## src/rtl/burst_rx_pkg.sv

```systemverilog
`timescale 1ns/1ps
package burst_rx_pkg;
  typedef enum logic [1:0] {RX_IDLE, RX_AFLD, RX_BFLD} rx_state_t;
  localparam int unsigned NIB_W = 4;
  localparam int unsigned POS_W = $clog2(NIB_W);
  localparam logic SEL_A = 1'b0;
  localparam logic SEL_B = 1'b1;
endpackage

```

## src/rtl/burst_rx_pack.sv

```systemverilog
`timescale 1ns/1ps
module burst_rx_pack
  import burst_rx_pkg::*;
(
  input  logic             clk,
  input  logic             rst_n,
  input  logic             clr,
  input  logic             take,
  input  logic             din,
  output logic             nib_done,
  output logic [NIB_W-1:0] nib_val
);
  logic [POS_W-1:0] pos;
  logic [NIB_W-2:0] sh;

  always_ff @(posedge clk or negedge rst_n) begin
    if (!rst_n) begin
      pos <= '0;
      sh  <= '0;
    end else if (clr) begin
      pos <= '0;
    end else if (take) begin
      pos <= pos + 1'b1;
      sh  <= {sh[NIB_W-3:0], din};
    end
  end

  // earliest bit ends up in the MSB
  assign nib_done = take && (pos == POS_W'(NIB_W-1));
  assign nib_val  = {sh, din};
endmodule

```

## src/rtl/burst_rx_crc.sv

```systemverilog
`timescale 1ns/1ps
module burst_rx_crc #(
  parameter int unsigned  CRC_W = 16,
  parameter logic [CRC_W-1:0] POLY = 16'h0589
) (
  input  logic             clk,
  input  logic             rst_n,
  input  logic             clr,
  input  logic             en,
  input  logic             din,
  output logic [CRC_W-1:0] crc_nxt
);
  logic [CRC_W-1:0] crc_q;
  logic             fb;

  always_comb begin
    fb      = crc_q[CRC_W-1] ^ din;
    crc_nxt = {crc_q[CRC_W-2:0], 1'b0} ^ (fb ? POLY : '0);
  end

  always_ff @(posedge clk or negedge rst_n) begin
    if (!rst_n)   crc_q <= '0;
    else if (clr) crc_q <= '0;
    else if (en)  crc_q <= crc_nxt;
  end
endmodule

```

## src/rtl/burst_rx_addr.sv

```systemverilog
`timescale 1ns/1ps
module burst_rx_addr
  import burst_rx_pkg::*;
#(
  parameter int unsigned ADDR_W = 9
) (
  input  logic              clk,
  input  logic              rst_n,
  input  logic              cfg_we,
  input  logic              cfg_sel,
  input  logic [ADDR_W-1:0] cfg_data,
  input  logic              load_a,
  input  logic              load_b,
  input  logic              inc_a,
  input  logic              inc_b,
  output logic [ADDR_W-1:0] a_ptr,
  output logic [ADDR_W-1:0] b_ptr
);
  logic [ADDR_W-1:0] a_cfg, b_shadow;

  always_ff @(posedge clk or negedge rst_n) begin
    if (!rst_n) begin
      a_cfg    <= '0;
      b_shadow <= '0;
    end else if (cfg_we) begin
      if (cfg_sel == SEL_A) a_cfg    <= cfg_data;
      else                  b_shadow <= cfg_data;
    end
  end

  always_ff @(posedge clk or negedge rst_n) begin
    if (!rst_n)      a_ptr <= '0;
    else if (load_a) a_ptr <= a_cfg;
    else if (inc_a)  a_ptr <= a_ptr + 1'b1;
  end

  // payload pointer takes the shadow only at the field boundary
  always_ff @(posedge clk or negedge rst_n) begin
    if (!rst_n)      b_ptr <= '0;
    else if (load_b) b_ptr <= b_shadow;
    else if (inc_b)  b_ptr <= b_ptr + 1'b1;
  end
endmodule

```

## src/rtl/burst_rx.sv

```systemverilog
`timescale 1ns/1ps
module burst_rx
  import burst_rx_pkg::*;
#(
  parameter int unsigned      ADDR_W      = 9,
  parameter int unsigned      A_NIBS      = 16,
  parameter int unsigned      B_NIBS      = 80,
  parameter int unsigned      CRC_W       = 16,
  parameter logic [CRC_W-1:0] CRC_POLY    = 16'h0589,
  parameter logic [CRC_W-1:0] CRC_RESIDUE = '0,
  parameter logic [2:0]       CIPHER_TAG  = 3'b110
) (
  input  logic              clk,
  input  logic              rst_n,
  input  logic              start,
  input  logic              bit_en,
  input  logic              bit_in,
  input  logic              cfg_we,
  input  logic              cfg_sel,
  input  logic [ADDR_W-1:0] cfg_data,
  output logic              mem_valid,
  input  logic              mem_ready,
  output logic [ADDR_W-1:0] mem_addr,
  output logic [3:0]        mem_data,
  output logic              busy,
  output logic              a_done,
  output logic              a_crc_ok,
  output logic              cipher_flag,
  output logic              overrun,
  output logic              burst_done
);
  localparam int unsigned A_BITS   = A_NIBS * NIB_W;
  localparam int unsigned TOT_BITS = (A_NIBS + B_NIBS) * NIB_W;
  localparam int unsigned CNT_W    = $clog2(TOT_BITS);

  rx_state_t         state;
  logic [CNT_W-1:0]  bit_idx;
  logic              take, in_a, last_a, last_all, go;
  logic              nib_done;
  logic [NIB_W-1:0]  nib_val;
  logic [CRC_W-1:0]  crc_nxt;
  logic [ADDR_W-1:0] a_ptr, b_ptr;
  logic [1:0]        hdr;

  assign go       = start && (state == RX_IDLE);
  assign take     = bit_en && (state != RX_IDLE);
  assign in_a     = (state == RX_AFLD);
  assign last_a   = take && in_a && (bit_idx == CNT_W'(A_BITS-1));
  assign last_all = take && (bit_idx == CNT_W'(TOT_BITS-1));
  assign busy     = (state != RX_IDLE);

  burst_rx_pack pack_i (
    .clk(clk), .rst_n(rst_n), .clr(go), .take(take), .din(bit_in),
    .nib_done(nib_done), .nib_val(nib_val)
  );

  burst_rx_crc #(.CRC_W(CRC_W), .POLY(CRC_POLY)) crc_i (
    .clk(clk), .rst_n(rst_n), .clr(go), .en(take && in_a), .din(bit_in),
    .crc_nxt(crc_nxt)
  );

  burst_rx_addr #(.ADDR_W(ADDR_W)) addr_i (
    .clk(clk), .rst_n(rst_n), .cfg_we(cfg_we), .cfg_sel(cfg_sel),
    .cfg_data(cfg_data), .load_a(go), .load_b(last_a),
    .inc_a(nib_done && in_a), .inc_b(nib_done && (state == RX_BFLD)),
    .a_ptr(a_ptr), .b_ptr(b_ptr)
  );

  // sequencing through the two fields
  always_ff @(posedge clk or negedge rst_n) begin
    if (!rst_n) begin
      state      <= RX_IDLE;
      bit_idx    <= '0;
      burst_done <= 1'b0;
    end else begin
      burst_done <= 1'b0;
      if (go) begin
        state   <= RX_AFLD;
        bit_idx <= '0;
      end else if (take) begin
        bit_idx <= bit_idx + 1'b1;
        if (last_a) state <= RX_BFLD;
        if (last_all) begin
          state      <= RX_IDLE;
          burst_done <= 1'b1;
        end
      end
    end
  end

  // header tag and CRC verdict
  always_ff @(posedge clk or negedge rst_n) begin
    if (!rst_n) begin
      hdr         <= '0;
      cipher_flag <= 1'b0;
      a_crc_ok    <= 1'b0;
      a_done      <= 1'b0;
    end else begin
      a_done <= 1'b0;
      if (go) begin
        cipher_flag <= 1'b0;
        a_crc_ok    <= 1'b0;
      end else if (take && in_a) begin
        if (bit_idx == CNT_W'(1) || bit_idx == CNT_W'(2)) hdr <= {hdr[0], bit_in};
        if (bit_idx == CNT_W'(3)) cipher_flag <= ({hdr, bit_in} == CIPHER_TAG);
        if (last_a) begin
          a_done   <= 1'b1;
          a_crc_ok <= (crc_nxt == CRC_RESIDUE);
        end
      end
    end
  end

  // write stream with one pending slot
  always_ff @(posedge clk or negedge rst_n) begin
    if (!rst_n) begin
      mem_valid <= 1'b0;
      mem_addr  <= '0;
      mem_data  <= '0;
      overrun   <= 1'b0;
    end else begin
      if (go) overrun <= 1'b0;
      if (mem_valid && mem_ready) mem_valid <= 1'b0;
      if (nib_done) begin
        if (mem_valid && !mem_ready) begin
          overrun <= 1'b1;
        end else begin
          mem_valid <= 1'b1;
          mem_data  <= nib_val;
          mem_addr  <= in_a ? a_ptr : b_ptr;
        end
      end
    end
  end
endmodule

```

## config.mk

```make
export PLATFORM = sky130hd
export DESIGN_NAME = burst_rx
export DESIGN_NICKNAME = d
export VERILOG_FILES = /design/src/rtl/burst_rx_pkg.sv /design/src/rtl/burst_rx_pack.sv /design/src/rtl/burst_rx_crc.sv /design/src/rtl/burst_rx_addr.sv /design/src/rtl/burst_rx.sv
export SDC_FILE = /design/constraint.sdc
export NUM_CORES = 1
export LEC_CHECK = 0
export ABC_AREA = 0
export CORE_AREA = 2 2 119 121
export DETAILED_ROUTE_END_ITERATION = 10
export DIE_AREA = 0 0 121 123
export GPL_ROUTABILITY_DRIVEN = 0
export HOLD_SLACK_MARGIN = 0.15
export PLACE_DENSITY_LB_ADDON = 0.25
export SETUP_SLACK_MARGIN = 0.5
export SYNTH_ARGS = -nofsm -noshare
export SYNTH_HDL_FRONTEND = slang
export SYNTH_SLANG_ARGS = --single-unit
```

## constraint.sdc

```tcl
create_clock -name clk -period 4.2 [get_ports clk]
set_clock_uncertainty 0.05 [all_clocks]
set_input_delay 1.05 -clock clk [delete_from_list [all_inputs] [get_ports clk]]
set_output_delay 1.05 -clock clk [all_outputs]
set_load 0.05 [all_outputs]
```

Word-level counts from Yosys, hierarchy flattened
Index checks and enable logic that the tools add are counted.
{"block": "word_totals", "output_inout_bits": 20, "word_cells": 100, "in_bits": 17, "reg_bits": 89}
{"block": "op_classes", "n_reduce_logical": 30, "n_addsub": 4, "mux": 34, "eq_ne": 9, "n_bitwise": 5}
{"cell": "$mux 9", "n": 7}
{"cell": "$mux 16", "n": 2}
{"cell": "$add 9x1->9 const B", "n": 3}
{"cell": "$eq 9x2->1 const B", "n": 2}
{"cell": "$mux 1", "n": 18}
{"cell": "$logic_not 16->1", "n": 1}
{"cell": "$xor 16x16->16", "n": 1}
{"cell": "$reduce_and 2->1", "n": 7}
{"cell": "$reduce_bool 2->1", "n": 7}
{"cell": "$mux 2", "n": 6}
{"cell": "$mux 11", "n": 1}
{"cell": "$logic_and 1x1->1", "n": 10}
{"cell": "$eq 9x1->1 const B", "n": 1}
{"cell": "$eq 9x6->1 const B", "n": 1}
{"cell": "$eq 9x9->1 const B", "n": 1}
{"cell": "$eq 2x2->1 const B", "n": 2}
{"cell": "$eq 3x3->1 const B", "n": 1}
{"cell": "$not 1->1", "n": 3}
{"cell": "$reduce_and 3->1", "n": 1}
{"cell": "$reduce_bool 3->1", "n": 1}
{"cell": "$add 2x1->2 const B", "n": 1}
{"cell": "$eq 2x1->1 const B", "n": 1}
{"cell": "$logic_not 2->1", "n": 1}
{"cell": "$logic_not 1->1", "n": 1}
{"cell": "2 further kinds", "n": 2}

Logic depth before layout (Yosys ltp)
{"block": "depth", "ltp_word": 8, "depth_mapped": 7, "ltp_nobuf": 5}

Modules after synthesis
Synthesis repeated with hierarchy kept, for this count alone.
{"block": "unflattened", "hier_cells": 382, "hier_area_um2": 4330.4}
{"mod": "burst_rx_addr", "cells_each": 151, "n_inst": 1, "seq_area_each_um2": 900.9, "area_per_inst_um2": 1686.6}
{"mod": "burst_rx", "cells_each": 145, "n_inst": 1, "seq_area_each_um2": 800.8, "area_per_inst_um2": 1560.2}
{"mod": "burst_rx_crc", "cells_each": 70, "n_inst": 1, "seq_area_each_um2": 400.4, "area_per_inst_um2": 853.3}
{"mod": "burst_rx_pack", "cells_each": 16, "n_inst": 1, "seq_area_each_um2": 125.1, "area_per_inst_um2": 230.2}

Least setup slack after synthesis
Ideal clock, no wire load.
{"block": "synth_path", "kind": "input -> register", "from": "input port bit_en", "to": "register addr_i.b_ptr[8]", "setup_slack_ns": 1.521, "arrival_ns": 2.503, "path_stages": 5, "required_time_ns": 4.024, "n_path_buf": 1, "cell_sequence": "buf_4 > or4b_4 > nor4_4 > nor2_2 > a221o_1"}
{"block": "synth_via", "elab_chain_cells": 4, "elab_cells_between_ends": 7, "cone_classes": "mux: 1; reduce/logical: 6"}
{"item": "start, declared", "line_no": "burst_rx.sv:16", "source": "input logic bit_en,"}
{"item": "$logic_and 1x1->1 *", "line_no": "burst_rx.sv:46", "source": "assign take = bit_en && (state != RX_IDLE);"}
{"item": "$logic_and 1x1->1 (on tied branches)", "line_no": "burst_rx.sv:48, burst_rx_pack.sv:29"}
{"item": "$logic_and 1x1->1 (on tied branches)", "line_no": "burst_rx.sv:48, burst_rx.sv:65"}
{"item": "$mux 9 or $reduce_bool 2->1 (tied branches)"}
{"item": "end signal, assigned", "line_no": "burst_rx_addr.sv:40", "source": "else if (load_b) b_ptr <= b_shadow;"}
{"item": "end signal, assigned", "line_no": "burst_rx_addr.sv:41", "source": "else if (inc_b) b_ptr <= b_ptr + 1'b1;"}
{"item": "end, declared", "line_no": "burst_rx_addr.sv:17", "source": "output logic [ADDR_W-1:0] b_ptr"}
Mark *: on every way between the ends. The rest lies on a longest branch, timed or not.
A chain may end at the register's enable or synchronous reset.

Final worst setup path
{"block": "layout_path", "from": "input port bit_en", "to": "register mem_data[3]"}
{"block": "layout_via", "elab_chain_cells": 3}
{"item": "$logic_and 1x1->1", "line_no": "burst_rx.sv:46"}
{"item": "$logic_and 1x1->1", "line_no": "burst_rx_pack.sv:29", "source": "assign nib_done = take && (pos == POS_W'(NIB_W-1));"}
{"item": "$reduce_and 2->1 (no source line)"}
{"item": "end signal, assigned", "line_no": "burst_rx.sv:129", "source": "mem_data <= nib_val;"}
{"item": "end, declared", "line_no": "burst_rx.sv:24", "source": "output logic [3:0] mem_data,"}
Every way passes these cells.

==> qor.txt <==
Largest area contributor in the netlist - dfrtp_1
CTS hold repair buffers - 0
Worst min-delay path category - reg2reg
Final WL - 8469 µm
Die footprint - 14,880 µm²
DRC Markers - 0
Antenna Nets Post-Route - 0
Total number of vias - 2,759
Core ar. - 13,610 µm²
Num ports - 37
Worst Hold End - addr_i.b_ptr[7]
Worst-path clk slew - 0.06 ns
Critical Path Fanout Max - 22
Yosys top cell area share - 55.85%
All-Layer GR Usage - 12.71%
Final Power - 2888 µW
Crit path DAT - 3.12 ns
DRT Pass-1 Iters - 4
Initial DRC count - 151
Mapped cell area - 3988 µm²
Mapped Cells - 354
Crit start category - primary input
Clk root buf - clkbuf_16
I/O Buffers - 36
Final setup violating endpoints - 0
Area growth, synth to finish - 21.27%
Final Hold Viols - 0
Crit Path Class - in2reg
Synth unique cells - 43
Worst rel slew slack - 39.01%
Number of post-CTS setup repair buffers - 0
Number of enable flip-flop cells after synthesis - 0
Dpl hpwl - 5954 µm
Worst setup EP type - flop
Vias in the first global route - 2,752
Worst R2R End - crc_i.crc_q[10]
Max IR drop VDD - 0.0001955 V
Syn_nets - 377
Layout cell share with drive strength beyond 1 - 12.69%
Setup TNS - 0 ns
Synth Warn # - 0
Post-synthesis sequential area ratio - 55.85%
Slew Viols, Final - 0
Max-cap violations - 0
First-pass GRT wire length - 14,630 µm
Worst r2r path cells - 6
WL/cell - 14.75 µm
Status - finished clean
Hold Crit Start - addr_i.b_shadow[7]
# rows - 43
Crit share post-route - 70.29%
Synth top area cells - dfrtp_1, mux2_2, nand2_1
RSZ-0062 raised after global routing - no
Gr ovfl total - 0
CTS tree - built
Worst Tran Pin Value - 0.9130 ns
Final hold slack - 0.4268 ns
Most frequent cell after synthesis - dfrtp_1
Fmax - 338.7 MHz
Syn Area/Cell - 11.26 µm²
Synth top cells by count - dfrtp_1, nand2_1, mux2_2, o21ai_0
Worst Path Required - 4.37 ns
Starting Density - 29.29%
Prevailing post-synth register cell - dfrtp_1
Total CTS buffers - 9
Async SR Flop Fraction - 100.0%
Die Wd - 121 µm
Worst-Skew Late Latency - 0.34 ns
Largest net degree at the start of global routing - 69
H-tree Lvls - 3
LEAKAGE - 0.002043 µW
R2R setup slack - 2.04 ns
#FFs+latches synth - 89
RR Startpoint - state[0]
Final nets - 414
WHS Path Cells - 2
CTS resizes - 0
Tmin final - 2.952 ns
PD cells - 597.2 nW/µm²
Max Buffers Root-to-Sink - 2
Filler cell count - 1,340
Initial antenna violation count - 0
Sink Count - 89
Die height - 123 µm
N_diodes - 0
DR vias/cell - 4.807
power by group:
part	switching [µW]	total, µW	leakage, µW	internal (µW)
sequential	205	1300	0.00113	1090
clock	309	779	0.000137	469
combinational	464	814	0.000776	349
metal layers:
metal | GRT usage, % | part of all wire [%]
met1 | 18.81 | 52
met2 | 17.94 | 42
met3 | 3.275 | 4.0
met4 | 4.360 | 1.2
met5 | 0 | 0
worst max-delay path, cell delays in order:
cell             delay [ns]
clkdlybuf4s50_1        0.66
o21a_1                 0.36
nand3_1                0.57
mux2_2                 0.48
layout by cell type, fill, tap and decap left out, types with 9 or more instances in the layout:
master	count
a22o_1	17
clkbuf_16	9
clkdlybuf4s50_1	35
dfrtp_1	89
mux2_2	25
mux2i_1	11
nand2_1	50
nor2_1	17
nor4_1	12
o21ai_0	23
xnor2_1	14
stage by stage:
step	cell area [µm²]	util (%)	std cells	setup WS [ns]
after floorplan	3988	-	354	1.521
after global placement	4551	33.43	560	0.9492
after detailed placement	4551	33.43	560	0.8924
after CTS	4836	35.53	574	1.243
after global routing	4836	35.53	574	1.013
final	4836	35.53	574	1.248
state kept, by name, summed over array words and instances (netlist names):
name / cells
overrun: 1
crc_i.crc_q: 16
pack_i.sh: 3
addr_i.a_cfg: 9
mem_addr: 9
state: 2
mem_valid: 1
pack_i.pos: 2
mem_data: 4
bit_idx: 9
hdr: 2
a_done: 1
addr_i.b_shadow: 9
a_crc_ok: 1
addr_i.a_ptr: 9
addr_i.b_ptr: 9
cipher_flag: 1
burst_done: 1
cell families after synthesis:
family                     synth area share [%]
xor gates and xnor gates                  4.173
AOI/OAI and AO/OA                         10.51
adders and majority gates                 1.883
and+or+nand+nor                           15.19
DFF                                       55.85
buffers and inverters                     2.573
muxes                                     9.821
cell type report:
type,count,area (µm²),area share (%)
inverter,8,30.03,0.6210
timing repair buffer,43,410.4,8.486
clock inverter,3,42.54,0.8797
tap,180,225.2,4.657
clock buffer,11,242.7,5.019
sequential,89,2227,46.05
multi-input combinational,240,1658,34.28
how the worst max path moves through the flow:
stage | start | endpoint | slack (ns) | cells past startpoint
after floorplan | bit_en | addr_i.b_ptr[8] | 1.52 | 5
after global placement | bit_en | mem_data[0] | 0.95 | 4
after detailed placement | bit_en | mem_data[3] | 0.89 | 4
after CTS | state[1] | busy | 1.24 | 3
after global routing | bit_en | mem_data[1] | 1.01 | 4
final | bit_en | mem_data[3] | 1.25 | 4
(Power assumes the default switching activity.)
